--- config.mk ---
export PLATFORM = sky130hd
export DESIGN_NAME = pwr_mode_ctrl
export DESIGN_NICKNAME = d
export VERILOG_FILES = /design/src/rtl/pmc_pkg.sv /design/src/rtl/pmc_src_track.sv /design/src/rtl/pmc_phase_fsm.sv /design/src/rtl/pmc_out_dec.sv /design/src/rtl/pwr_mode_ctrl.sv
export SDC_FILE = /design/constraint.sdc
export NUM_CORES = 1
export LEC_CHECK = 0
export ABC_CLOCK_PERIOD_IN_PS = 1600
export CORE_AREA = 2 2 39 41
export DETAILED_ROUTE_END_ITERATION = 10
export DIE_AREA = 0 0 41 43
export HOLD_SLACK_MARGIN = 0.05
export PLACE_DENSITY = 0.6
export SYNTH_ARGS = -nofsm -noshare
export SYNTH_HDL_FRONTEND = slang
export SYNTH_SLANG_ARGS = --single-unit
--- constraint.sdc ---
create_clock -name clk -period 1.6 [get_ports clk]
set_input_delay 0.32 -clock clk [delete_from_list [all_inputs] [get_ports clk]]
set_output_delay 0.32 -clock clk [all_outputs]
set_load 0.005 [all_outputs]
--- src/rtl/pmc_pkg.sv ---
package pmc_pkg;
  localparam int NSRC   = 3;
  localparam int SEL_W  = 2;
  localparam int MODE_W = 3;

  localparam logic [SEL_W-1:0] SRC_PRI = 2'b00;
  localparam logic [SEL_W-1:0] SRC_SEC = 2'b01;
  localparam logic [SEL_W-1:0] SRC_INT = 2'b10;
  localparam logic [SEL_W-1:0] SRC_OFF = 2'b11;

  localparam logic [MODE_W-1:0] IDLE_BASE  = MODE_W'(NSRC);
  localparam logic [MODE_W-1:0] MODE_SLEEP = MODE_W'(2 * NSRC);

  typedef enum logic [1:0] {PH_RUN = 2'd0, PH_IDLE = 2'd1, PH_SLEEP = 2'd2} phase_t;
endpackage

--- src/rtl/pmc_src_track.sv ---
module pmc_src_track
  import pmc_pkg::*;
(
  input  logic             clk,
  input  logic             rst_n,
  input  logic [SEL_W-1:0] sel,
  input  logic [NSRC-1:0]  running,
  input  logic             freeze,
  output logic [SEL_W-1:0] cur,
  output logic             pending
);
  logic [SEL_W-1:0] req;
  logic             req_up;

  // Either code with the upper bit set names the internal block
  always_comb begin
    req = sel[1] ? SRC_INT : (sel[0] ? SRC_SEC : SRC_PRI);
    case (req)
      SRC_PRI: req_up = running[0];
      SRC_SEC: req_up = running[1];
      default: req_up = running[2];
    endcase
  end

  assign pending = (req != cur);

  always_ff @(posedge clk) begin
    if (!rst_n)
      cur <= SRC_PRI;
    else if (!freeze && pending && req_up)
      cur <= req;
  end
endmodule

--- src/rtl/pmc_phase_fsm.sv ---
module pmc_phase_fsm
  import pmc_pkg::*;
(
  input  logic   clk,
  input  logic   rst_n,
  input  logic   sleep_req,
  input  logic   idle_en,
  input  logic   wake,
  output phase_t phase
);
  phase_t nxt;

  always_comb begin
    nxt = phase;
    case (phase)
      PH_RUN:  if (sleep_req) nxt = idle_en ? PH_IDLE : PH_SLEEP;
      default: if (wake) nxt = PH_RUN;
    endcase
  end

  always_ff @(posedge clk) begin
    if (!rst_n) phase <= PH_RUN;
    else        phase <= nxt;
  end
endmodule

--- src/rtl/pmc_out_dec.sv ---
module pmc_out_dec
  import pmc_pkg::*;
(
  input  phase_t            phase,
  input  logic [SEL_W-1:0]  cur,
  output logic [SEL_W-1:0]  src_sel,
  output logic              cpu_clk_en,
  output logic              periph_clk_en,
  output logic [MODE_W-1:0] mode
);
  always_comb begin
    cpu_clk_en    = (phase == PH_RUN);
    periph_clk_en = (phase != PH_SLEEP);
    src_sel       = (phase == PH_SLEEP) ? SRC_OFF : cur;
    case (phase)
      PH_RUN:  mode = MODE_W'(cur);
      PH_IDLE: mode = IDLE_BASE + MODE_W'(cur);
      default: mode = MODE_SLEEP;
    endcase
  end
endmodule

--- src/rtl/pwr_mode_ctrl.sv ---
module pwr_mode_ctrl
  import pmc_pkg::*;
(
  input  logic              clk,
  input  logic              rst_n,
  input  logic [SEL_W-1:0]  clk_sel,
  input  logic              idle_en,
  input  logic              sleep_req,
  input  logic              wake,
  input  logic [NSRC-1:0]   src_running,
  output logic [SEL_W-1:0]  src_sel,
  output logic              cpu_clk_en,
  output logic              periph_clk_en,
  output logic [MODE_W-1:0] mode,
  output logic              sel_pending
);
  phase_t           phase;
  logic [SEL_W-1:0] cur;

  pmc_src_track u_src (
    .clk     (clk),
    .rst_n   (rst_n),
    .sel     (clk_sel),
    .running (src_running),
    .freeze  (phase == PH_SLEEP),
    .cur     (cur),
    .pending (sel_pending)
  );

  pmc_phase_fsm u_fsm (
    .clk       (clk),
    .rst_n     (rst_n),
    .sleep_req (sleep_req),
    .idle_en   (idle_en),
    .wake      (wake),
    .phase     (phase)
  );

  pmc_out_dec u_dec (
    .phase         (phase),
    .cur           (cur),
    .src_sel       (src_sel),
    .cpu_clk_en    (cpu_clk_en),
    .periph_clk_en (periph_clk_en),
    .mode          (mode)
  );
endmodule

After elaboration in Yosys (flattened, before gate mapping)
Cells that the tools add are included.
{"block": "word_totals", "ff_bits": 4, "inputBits": 10, "output_inout_bits": 8, "wordCells": 25}
{"block": "classes", "n_addsub": 1, "eq_ne": 6, "muxes": 9, "n_reduce_logical": 7}
{"op": "two-way mux 2 bit", "n": 6}
{"op": "case mux 3 bit (2 select lines)", "n": 1}
{"op": "equality test 2 x 1 -> 1 bit (second input constant)", "n": 2}
{"op": "logical NOT 2 bit", "n": 2}
{"op": "!= test 2 bit (second input constant)", "n": 2}
{"op": "adder 2 x 2 -> 3 bit (first input constant)", "n": 1}
{"op": "equality test 2 bit (second input constant)", "n": 1}
{"op": "logical AND 1 bit", "n": 2}
{"op": "!= test 2 bit", "n": 1}
{"op": "case mux 1 bit (2 select lines)", "n": 1}
{"op": "AND reduction 2 bit", "n": 1}
{"op": "nonzero test 2 bit", "n": 1}
{"op": "logical NOT 1 bit", "n": 1}
{"op": "two-way mux 1 bit", "n": 1}

Longest topological paths before layout
{"block": "logic_depth", "ltp_word": 5, "mapped_depth": 5, "mapped_depth_nobuf": 5}

Hierarchy
From an unflattened synthesis, not the netlist that was laid out.
{"block": "unflattened", "cells_unflattened": 39, "area_unflattened_um2": 331.6}
{"module": "pmc_src_track", "instances": 1, "cells_per_inst": 16, "area_each_um2": 146.4, "seq_area_each_um2": 40.0}
{"module": "pmc_phase_fsm", "instances": 1, "cells_per_inst": 8, "area_each_um2": 92.6, "seq_area_each_um2": 40.0}
{"module": "pmc_out_dec", "instances": 1, "cells_per_inst": 14, "area_each_um2": 78.8, "seq_area_each_um2": 0.0}
{"module": "pwr_mode_ctrl", "instances": 1, "cells_per_inst": 1, "area_each_um2": 13.8, "seq_area_each_um2": 0.0}

Least setup slack after synthesis
No wires, ideal clock.
{"block": "synth_path", "path_type": "register to output", "from": "register u_src.cur[0]", "to": "output port mode[1]", "t_arrival_ps": 926, "required_ps": 1280, "slack_ps": 354, "stages_incl_launch_ff": 6, "path_buffers": 0, "path_cell_list": "dfxtp_1 -> inv_1 -> ha_1 -> nand2_1 -> o21ai_0 -> nand2b_1"}
{"block": "synth_between", "elab_chain_len": 2}
{"item": "start: declaration", "line_no": "pmc_src_track.sv:9", "source": "output logic [SEL_W-1:0] cur,"}
{"item": "start signal: assignment", "line_no": "pmc_src_track.sv:31", "source": "cur <= req;"}
{"item": "adder 2 x 2 -> 3 bit", "line_no": "pmc_out_dec.sv:17", "source": "PH_IDLE: mode = IDLE_BASE + MODE_W'(cur);"}
{"item": "case mux 3 bit (2 select lines)", "line_no": "pmc_out_dec.sv:15", "source": "case (phase)"}
{"item": "end: declaration", "line_no": "pwr_mode_ctrl.sv:14", "source": "output logic [MODE_W-1:0] mode,"}
Every way passes these cells.

Worst setup path after layout
{"block": "layout_path", "from": "register u_src.cur[0]", "to": "output port sel_pending"}
{"block": "layout_between", "elab_chain_len": 1}
{"item": "!= test 2 bit", "line_no": "pmc_src_track.sv:25", "source": "assign pending = (req != cur);"}
{"item": "end: declaration", "line_no": "pwr_mode_ctrl.sv:15", "source": "output logic sel_pending"}
Every way passes these cells.

==> impl_metrics.env <==
export IMPL_die_width_um=41
export IMPL_power_frac_seq=0.306
export IMPL_syn_area_um2=314
export IMPL_antenna_found_initial=0
export IMPL_synthArstFlopShare=0
export IMPL_first_global_vias=368
export IMPL_min_to="u_src.cur[1]$_SDFFE_PN0P_"
export IMPL_overflow=0
export IMPL_fin_crit_sh=0.965
export IMPL_synth_area_mux_share=0.0319
export IMPL_syn_num_nets=52
export IMPL_crit_type="register to primary output"
export IMPL_place_congestion=0.728
export IMPL_finalMaxSlewViolations=0
export IMPL_dp_hpwl_um=641
export IMPL_wire_per_inst_um=9.80
export IMPL_reg2reg_to="u_src.cur[0]$_SDFFE_PN0P_"
export IMPL_start_util=0.227
export IMPL_setup_viol_count_final=0
export IMPL_port_buffers=17
export IMPL_grt_total_usage=0.117
export IMPL_ios=18
export IMPL_drt_first_iter_violations=3
export IMPL_die_area_mm2=0.00176
export IMPL_drt_drc_violations_left=0
export IMPL_grt_pass1_wl_um=1400
export IMPL_drt_pass1_iterations=4
export IMPL_rr_startpoint="u_src.cur[0]$_SDFFE_PN0P_"
export IMPL_hp_start="clk_sel[1]"
export IMPL_synth_compound_area_frac=0.223
export IMPL_grt_max_degree=8
export IMPL_drt_total_wl_um=833
export IMPL_cp_max_fo=3
export IMPL_hold_depth=4
export IMPL_maxCapViolCount=0
export IMPL_syn_avg_cell_area_um2=7.66
export IMPL_rows=14
export IMPL_core_area_mm2=0.00138
export IMPL_vias=378
export IMPL_synthXorXnorAreaFrac=0.0558
export IMPL_drive_gt1_frac=0.348
export IMPL_synth_common_cells="6 x inv_1, 6 x nand2_1, 4 x dfxtp_1"
export IMPL_status="completed"
export IMPL_slew_headroom=0.881
export IMPL_synthAdderAreaFrac=0.0398
export IMPL_clock_latency_ns=0.24
export IMPL_die_height_um=43
export IMPL_clk_pin_slew_ns=0.04
export IMPL_leakage_nw=0.317
export IMPL_clk_path_buf_depth=2
export IMPL_holdCritPathClass="input pin to register"
export IMPL_p_clk_frac=0.343
export IMPL_rrSetupSlack_ns=0.36
export IMPL_hold_viol=0
export IMPL_p_int_w=0.000271
export IMPL_cts_inserted_buffers=3
export IMPL_power_total_w=0.000373
export IMPL_ys_types=20
export IMPL_fmax_mhz=648
export IMPL_arrival_ns=1.22
export IMPL_finalSetupTns_ns=0
export IMPL_synth_edf_count=0
export IMPL_netSwitchingPower_w=0.000101
export IMPL_ant_nets=0
export IMPL_holdBufCountCts=0
export IMPL_area_growth_pct=94.4
export IMPL_period_needed_ns=1.54
export IMPL_netlist_instances=41
export IMPL_critPathLaunchType="register"
export IMPL_r2r_cells=5
export IMPL_synth_seq_cells=4
export IMPL_swShare=0.272
export IMPL_comb_power_share=0.351
export IMPL_ys_flop_type="dfxtp_1"
export IMPL_avgViaCountPerCell=4.45
export IMPL_synth_area_leader_cell="dfxtp_1"
export IMPL_cts_root_buf="clkbuf_4"
export IMPL_rsz0062_at_grt="no"
export IMPL_post_route_util=0.441
export IMPL_yosys_area_top_type_share=0.255
export IMPL_n_antenna_cell=0
export IMPL_critPathRequiredTime_ns=1.28
export IMPL_synth_simple_area_share=0.307
export IMPL_ys_warn_count=0
export IMPL_cts_tree="built"
export IMPL_ys_seq_area_frac=0.255
export IMPL_fin_nets=82
export IMPL_synth_area_leaders="dfxtp_1 25%, inv_1 7.2%, nand2_1 7.2%"
export IMPL_synth_top_family_by_area="simple AND/OR/NAND/NOR gates"
export IMPL_fin_skew_ns=0.00255
export IMPL_fillers=149
export IMPL_crit_path_end_kind="primary output"
export IMPL_worst_pin_slew_ns=0.174
export IMPL_power_density_mw_per_mm2=611
export IMPL_htreeDepth=1
export IMPL_cts_sinks=4
export IMPL_ir_worst_vdd_v=0.000281
-- sequential cells by signal (all words and copies together) (netlist names) --
register and cells:
u_fsm.phase 2, u_src.cur 2
-- worst max-delay path: stages (launching register included) --
cell and delay [ns]:
dfxtp_2 0.33, buf_4 0.13, and3b_2 0.22, a31oi_4 0.17, buf_2 0.14
-- cell usage in the layout, fill, tap and decap left out --
| cell | count |
|---|---|
| and3b_2 | 1 |
| a32oi_1 | 2 |
| nand3_1 | 2 |
| a21o_1 | 1 |
| dlymetal6s2s_1 | 3 |
| mux2i_1 | 1 |
| dfxtp_2 | 2 |
| buf_4 | 9 |
| nor2_4 | 1 |
| nor2b_1 | 2 |
| o21ai_1 | 1 |
| xnor2_2 | 1 |
| o22ai_1 | 1 |
| clkbuf_4 | 3 |
| xnor2_1 | 1 |
| nand4_1 | 1 |
| dfxtp_1 | 1 |
| nand2b_4 | 1 |
| clkdlybuf4s50_1 | 8 |
| a21boi_0 | 1 |
| buf_2 | 2 |
| inv_1 | 4 |
| inv_2 | 2 |
| nor2_1 | 1 |
| nand2b_1 | 2 |
| and4_1 | 1 |
| a31oi_4 | 1 |
| dlygate4sd2_1 | 4 |
| ha_1 | 1 |
| dfxtp_4 | 1 |
| nand2_1 | 6 |
| o21ai_0 | 1 |
-- power by group through the flow --
stage	clock network (W)	logic [W]	registers, W
floorplan	0	0.0000524	0.000113
global placement	0	0.000136	0.000113
detailed placement	0	0.000137	0.000113
CTS	0.000129	0.000129	0.000113
global route	0.000140	0.000144	0.000115
finish	0.000128	0.000131	0.000114
-- area by class of cell --
type                    count  area, um^2  share of cell area
inverters                   6        22.5              0.0369
repair buffers             26         230               0.377
clock buffers               3        22.5              0.0369
well taps                  16        20.0              0.0328
multi-input cells          30         229               0.375
flip-flops and latches      4        86.3               0.141
-- stage by stage --
| stage | hold WS [ns] | setup WS (ns) | cell area [um^2] | cells |
|---|---|---|---|---|
| after global placement | 0.593 | -0.386 | 559 | 81 |
| after detailed placement | 0.603 | -0.413 | 559 | 81 |
| after global routing | 0.569 | 0.0111 | 611 | 85 |
| after CTS | 0.567 | -0.122 | 589 | 84 |
| final | 0.546 | 0.0560 | 611 | 85 |
| after floorplan | 0.448 | 0.354 | 314 | 41 |
-- cells by family after synthesis --
| family | Yosys count |
|---|---|
| simple gates | 18 |
| compound gates | 8 |
| buf+inv | 7 |
| flops | 4 |
| xor+xnor | 2 |
| mux | 1 |
| fa+ha+maj | 1 |
-- layer usage --
metal | global-route usage | vias to the layer above | routed length (um)
li1 | - | 199 | -
met1 | 0.151 | 166 | 364
met2 | 0.163 | 11 | 424
met3 | 0.0157 | 2 | 31
met4 | 0.100 | 0 | 12
met5 | 0 | - | 0
-- how the worst max path moves through the flow --
stage | from | end | slack, ns | cells after the start
global placement | clk_sel[1] | sel_pending | -0.39 | 4
global route | u_src.cur[0]$_SDFFE_PN0P_ | sel_pending | 0.01 | 4
detailed placement | clk_sel[1] | sel_pending | -0.41 | 4
CTS | clk_sel[1] | sel_pending | -0.12 | 4
floorplan | u_src.cur[0]$_SDFFE_PN0P_ | mode[1] | 0.35 | 5
finish | u_src.cur[0]$_SDFFE_PN0P_ | sel_pending | 0.06 | 4
-- what timing repair did --
| action | in CTS | in global routing |
|---|---|---|
| hold endpoints to repair | 0 | 0 |
| gates resized for setup | 18 | 9 |
| pin swaps | 0 | 2 |
| setup buffers | 0 | 1 |
| endpoints found under the setup margin | 8 | 5 |
Power figures use the tool's default switching activity.
